<file path="src/rtl/cic_atten_decim.sv">
module cic_atten_decim #(
  parameter int DW   = 24,
  parameter int WW   = 69,
  parameter int MAXN = 5,
  parameter int RW   = 12,
  parameter int SW   = 5,
  parameter int NW   = 3
) (
  input  logic          clk,
  input  logic          rst,
  input  logic          clr,
  input  logic          in_vld,
  input  logic [DW-1:0] din,
  input  logic [RW-1:0] dec_r,
  input  logic [NW-1:0] order,
  input  logic [SW-1:0] shift,
  output logic          out_vld,
  output logic [DW-1:0] dout
);
  localparam int EXT = WW - DW;

  logic [RW-1:0] cfg_r;
  logic [NW-1:0] cfg_n;
  logic [SW-1:0] cfg_sh;
  logic [RW-1:0] cnt;
  logic          flush;
  logic          hit;
  logic [WW-1:0] xs;

  assign flush = rst | clr;
  assign xs    = {{EXT{din[DW-1]}}, din} << cfg_sh;
  assign hit   = in_vld && (cnt == cfg_r - 1'b1);

  always_ff @(posedge clk) begin
    if (flush) begin
      cfg_r  <= dec_r;
      cfg_n  <= (int'(order) > MAXN) ? NW'(MAXN) : order;
      cfg_sh <= shift;
    end
  end

  always_ff @(posedge clk) begin
    if (flush)      cnt <= '0;
    else if (hit)   cnt <= '0;
    else if (in_vld) cnt <= cnt + 1'b1;
  end

  logic [WW-1:0] ich [0:MAXN];
  logic [WW-1:0] cch [0:MAXN];
  assign ich[0] = xs;
  assign cch[0] = ich[MAXN];

  for (genvar k = 0; k < MAXN; k++) begin : g_stage
    logic [WW-1:0] acc, prv, isum, cdif;
    logic          on;
    assign on   = k < int'(cfg_n);
    assign isum = acc + ich[k];
    assign cdif = cch[k] - prv;
    assign ich[k+1] = on ? isum : ich[k];
    assign cch[k+1] = on ? cdif : cch[k];

    always_ff @(posedge clk) begin
      if (flush) begin
        acc <= '0;
        prv <= '0;
      end else begin
        if (in_vld && on) acc <= isum;
        if (hit && on)    prv <= cch[k];
      end
    end
  end

  always_ff @(posedge clk) begin
    if (flush) begin
      out_vld <= 1'b0;
      dout    <= '0;
    end else begin
      out_vld <= hit;
      if (hit) dout <= cch[MAXN][WW-1 -: DW];
    end
  end

  p_out_after_in_r4: assert property (@(posedge clk) disable iff (rst)
    out_vld |-> $past(in_vld) && !$past(clr));

  p_cnt_bound_r4: assert property (@(posedge clk) disable iff (rst || clr)
    (cfg_r != '0) |-> (cnt < cfg_r));

  p_clear_quiet_r8: assert property (@(posedge clk) disable iff (rst)
    clr |=> !out_vld && dout == '0);

  p_hold_r9: assert property (@(posedge clk) disable iff (rst)
    (!out_vld && !$past(clr) && !$past(rst)) |-> $stable(dout));

  p_order_cap_r6: assert property (@(posedge clk) disable iff (rst)
    int'(cfg_n) <= MAXN);

  p_bypass_r2: assert property (@(posedge clk) disable iff (rst || clr)
    (hit && cfg_n == '0) |=> dout == $past(xs[WW-1 -: DW]));
endmodule

</file>
<file path="config.mk">
export PLATFORM = sky130hd
export DESIGN_NAME = cic_atten_decim
export DESIGN_NICKNAME = d
export VERILOG_FILES = /design/src/rtl/cic_atten_decim.sv
export SDC_FILE = /design/constraint.sdc
export NUM_CORES = 2
export LEC_CHECK = 0
export BUFFER_PORTS_ARGS = -buffer_cell sky130_fd_sc_hd__buf_2
export CORE_AREA = 2 2 405 407
export DETAILED_ROUTE_END_ITERATION = 10
export DIE_AREA = 0 0 407 409
export GPL_TIMING_DRIVEN = 0
export PLACE_DENSITY = 0.63
export REMOVE_ABC_BUFFERS = 1
export SETUP_SLACK_MARGIN = 0.05
export SYNTH_ARGS = -nofsm -noshare
export SYNTH_HDL_FRONTEND = slang
export SYNTH_SLANG_ARGS = --single-unit
</file>
<file path="constraint.sdc">
create_clock -name clk -period 42.3 [get_ports clk]
set_input_delay 6.345 -clock clk [delete_from_list [all_inputs] [get_ports clk]]
set_output_delay 6.345 -clock clk [all_outputs]
set_load 0.005 [all_outputs]
</file>
Yosys cells after proc, flatten, opt, wreduce, memory -nomap -nowiden
Index checks and enable logic that the tools add are counted.
{ "classes": {"magnitude_cmp": 6, "muxes": 10, "bitwise_logic": 1, "n_eq_ne": 1, "n_addsub": 12, "shifts": 1, "reduce_logical": 12} }
{ "ops": {"columns": ["op", "n"], "rows": [
  ["$mux W69", 10],
  ["$add A69 B69 Y69", 5],
  ["$sub A69 B69 Y69", 5],
  ["$shl A69 B5 Y69", 1],
  ["$add A12 B1 Y12 const B", 1],
  ["$eq A12 B12 Y1", 1],
  ["$sub A12 B1 Y12 const B", 1],
  ["$logic_and A1 B1 Y1", 11],
  ["$lt A1 B3 Y1 const A", 2],
  ["$lt A2 B3 Y1 const A", 2],
  ["$gt A3 B3 Y1 const B", 1],
  ["$lt A3 B3 Y1 const A", 1],
  ["$reduce_or A2 Y1", 1],
  ["$or A1 B1 Y1", 1]
]} }
{ "word_totals": {"elab_cells": 59, "regBits": 747, "out_inout_bits": 25, "input_bits": 48} }

Depth between registers and ports, before layout
{ "depth": {"ltp_word": 21, "mapped_depth": 126, "mapped_depth_nobuf": 122} }

Worst setup path after synthesis
No wires, ideal clock.
{ "synth_path": {"path_type": "input-to-reg", "start": "in din[0]", "end": "reg dout[23]", "setup_time_ns": 0.070, "path_slack_ns": 14.717, "path_stages": 109, "path_buffers": 2, "t_required_ns": 42.230, "t_arrival_ns": 27.513, "cell_sequence": "or4b_2 > nor2_1 > ha_1 > inv_1 > fa_1 > o311a_1 > o21a_1 > maj3_1 > a21oi_1 > a21oi_1 > xnor2_1 > nand2_1 > nand2_1 > ha_1 > a2111o_1 > o22a_1 > o21a_1 > clkbuf_1 > (+73 left out) > o31ai_1 > a31oi_1 > o21bai_1 > a21oi_1 > xnor2_1 > mux2_2 > ha_1 > nand4_1 > nor2_1 > nand4_1 > o221ai_1 > or3b_2 > a221o_1 > a21o_1 > xnor2_1 > nand2_1 > xor3_1 > o21ai_1"} }
{ "synth_lines": {"columns": ["element", "line_no", "rtl"], "rows": [
  ["start: declaration", "13", "input logic [DW-1:0] din,"],
  ["end signal: assignment", "79", "if (hit) dout <= cch[MAXN][WW-1 -: DW];"],
  ["end: declaration", "18", "output logic [DW-1:0] dout"]
]} }

==> impl_metrics.tcl <==
set metrics [dict create \
    synth-compound-area-share_pct 30.70 \
    clock_skew_ns 0.04091 \
    setup.worst_path.start_class "input port" \
    grt_pass1_vias 67920 \
    drt_iter0_drc 6679 \
    initial_core_util_pct 44.78 \
    finalSetupTns_ns 0 \
    cp-end-kind "register" \
    rsz0062_at_grt "false" \
    dieArea_um2 166500 \
    ys_seq_area_share_pct 20.89 \
    final_cell_mix "nand2_1 (1351), a21oi_1 (1312), nor2_1 (1023)" \
    rr_startpoint "cfg_sh[2]" \
    setup_violations 0 \
    cts_sinks 747 \
    netlist_area_um2 72550 \
    clk_latency_ns 0.74 \
    r2r_slack_ns 13.49 \
    place_congestion 0.9761 \
    arrival_ns 34.12 \
    syn_area_per_cell_um2 7.064 \
    grt_pass1_wl_um 394100 \
    hold_start "g_stage[3].prv[62]" \
    yosys_warnings 0 \
    synthTopCellsByArea "dfxtp_1 (20%), ha_1 (12%), a21oi_1 (9.1%), nand2_1 (7.1%), nor2_1 (5.4%)" \
    vias_per_cell 5.978 \
    grt_max_degree 148 \
    synthCells 10270 \
    synth-main-ff-cell "dfxtp_1" \
    ant_nets 0 \
    synth_top_area_share_pct 20.06 \
    drv_slew 0 \
    drt_wl_total_um 258100 \
    io_pins 73 \
    drtPass1Iterations 6 \
    crit_slowest_cell "a2111oi_0" \
    dp_hpwl_um 199100 \
    antenna_found_initial 25 \
    post_cts_buffers 0 \
    min_path_cells 2 \
    fmax_mhz 29.90 \
    synthMuxAreaShare_pct 3.047 \
    nFillCells 15970 \
    finalHoldViolCount 0 \
    worst_slack_ns 8.860 \
    whs_endpoint "g_stage[3].prv[62]" \
    rows 148 \
    clockBufferDepth 3 \
    final_common_cell "nand2_1" \
    hp-class "register to register" \
    async_flop_share_pct 0 \
    grtUsageTotal_pct 29.91 \
    synth-edff-count 20 \
    yosys.area_share.simple_pct 19.51 \
    core_area_um2 162000 \
    grt.overflow.total 0 \
    synth_xor_area_share_pct 7.743 \
    routedWlPerCell_um 21.04 \
    regArea_um2 15150 \
    crit_path_frequent_cell "ha_1" \
    layout.nets 10740 \
    critPathKind "input port to register" \
    period_needed_ns 33.44 \
    cts_root_buffer "clkbuf_16" \
    period_share_pct 79.06 \
    outcome "complete, no violations" \
    synth_cell_type_count 100 \
    die_h_um 409 \
    io_buffers 72 \
    critPathRequiredTime_ns 42.98 \
    die_x_um 407 \
    cts-resized-gates 0 \
    drive_gt1_share_pct 5.155 \
    hold_ws_ns 0.4480 \
    critPathMaxFanout 8 \
    drc_errors 0 \
    cp_slowest_stage_delay_ns 0.86 \
    cts_hold_buf 0 \
    maxCapViolations 0 \
    synth_top_family_by_area "compound AO/OA/AOI/OAI gates" \
    synthToLayoutAreaGrowth_pct 9.076 \
    cts_tree "yes" \
    num_vias 73360 \
    ys_ff_latch 747 \
    tightestPinTransition_ns 1.467 \
    clk_pin_slew_ns 0.06 \
    synthAdderAreaFrac_pct 11.96 \
    numCtsBuffers 98 \
    slew-limit-headroom_pct 1.861 \
    ff2ff_path_depth 111 \
    synth_top_area_cell "dfxtp_1" \
    pre_cts_ws_ns 9.154 \
    cts-htree-levels 3 \
    multi_input_area_um2 53190 \
    r2r_end "dout[21]" \
]
-- metal layers --
metal / routed length (um) / share of wire (%) / track usage [%] / vias to the layer above
met3: 20470 / 7.9 / 4.816 / 507
met4: 11520 / 4.5 / 12.87 / 12
met5: 88 / 0.034 / 0 / -
met2: 110700 / 43 / 46.37 / 2706
li1: - / - / - / 35880
met1: 115300 / 45 / 40.75 / 34250
-- final cells by class --
type / instances / area share (%)
clock buffer: 138 / 3.554
tap: 2175 / 3.439
clock inverter: 43 / 0.6292
timing repair buffer: 150 / 2.783
sequential: 747 / 19.15
inverter: 672 / 3.205
multi-input combinational: 8338 / 67.22
antenna: 8 / 0.02530
-- registers in the layout, summed over array words and instances, names as in the netlist --
signal	flops
g_stage.prv	345
dout	24
cfg_sh	5
cfg_n	3
cfg_r	12
g_stage.acc	345
cnt	12
out_vld	1
-- how the worst max path moves through the flow --
stage | startpoint | endpoint | slack [ns] | cells after the start
floorplan | cfg_n[2] | dout[19] | 9.24 | 106
detailed placement | din[23] | dout[21] | 9.15 | 108
finish | din[0] | dout[21] | 8.86 | 113
CTS | din[23] | dout[23] | 9.77 | 109
global placement | cfg_n[2] | dout[19] | -15.34 | 100
global route | din[0] | dout[21] | 7.27 | 114
-- cells in the mapped netlist, drive strengths merged, types with 20 or more instances --
cell type	count
a211oi	284
a2111oi	20
a21boi	43
clkbuf	446
a221oi	29
buf	68
a22o	21
o21ai	605
nand2b	80
or3	38
a221o	24
a21oi	1314
nor3	101
o22ai	33
dfxtp	727
nor2b	74
mux2	91
and3	72
and4	24
edfxtp	20
a21o	476
and2	75
o21a	108
a31oi	112
nor4	20
or2	32
xnor2	411
xor2	225
o21bai	157
ha	677
o211ai	67
o31ai	59
nand2	1366
nor2	1042
nand4	116
mux2i	105
nand3	157
inv	670
a211o	22
-- metrics by stage --
stage	utilization, %	instances	area (um^2)
floorplan	-	9757	70620
global placement	45.48	12000	73700
detailed placement	46.78	12080	75810
CTS	48.83	12260	79120
global route	48.83	12270	79130
finish	48.84	12270	79140
-- cells by family after synthesis --
| family | after synthesis |
|---|---|
| simple gates | 3249 |
| mux | 202 |
| flops | 747 |
| compound gates | 3560 |
| buf+inv | 1186 |
| fa+ha+maj | 689 |
| xor+xnor | 638 |
-- critical path, delay by kind of cell --
kind | cells | cell delay, ns
buffers and inverters | 7 | 0.70
multiplexers | 2 | 0.71
AO/OA/AOI/OAI | 51 | 14.42
AND/OR/NAND/NOR | 33 | 6.05
adder cells (fa/ha/maj) | 12 | 4.32
XOR/XNOR | 8 | 1.56
Power is not shown: default switching activity piles up to over one toggle a cycle in this logic, so the estimate is an artifact.
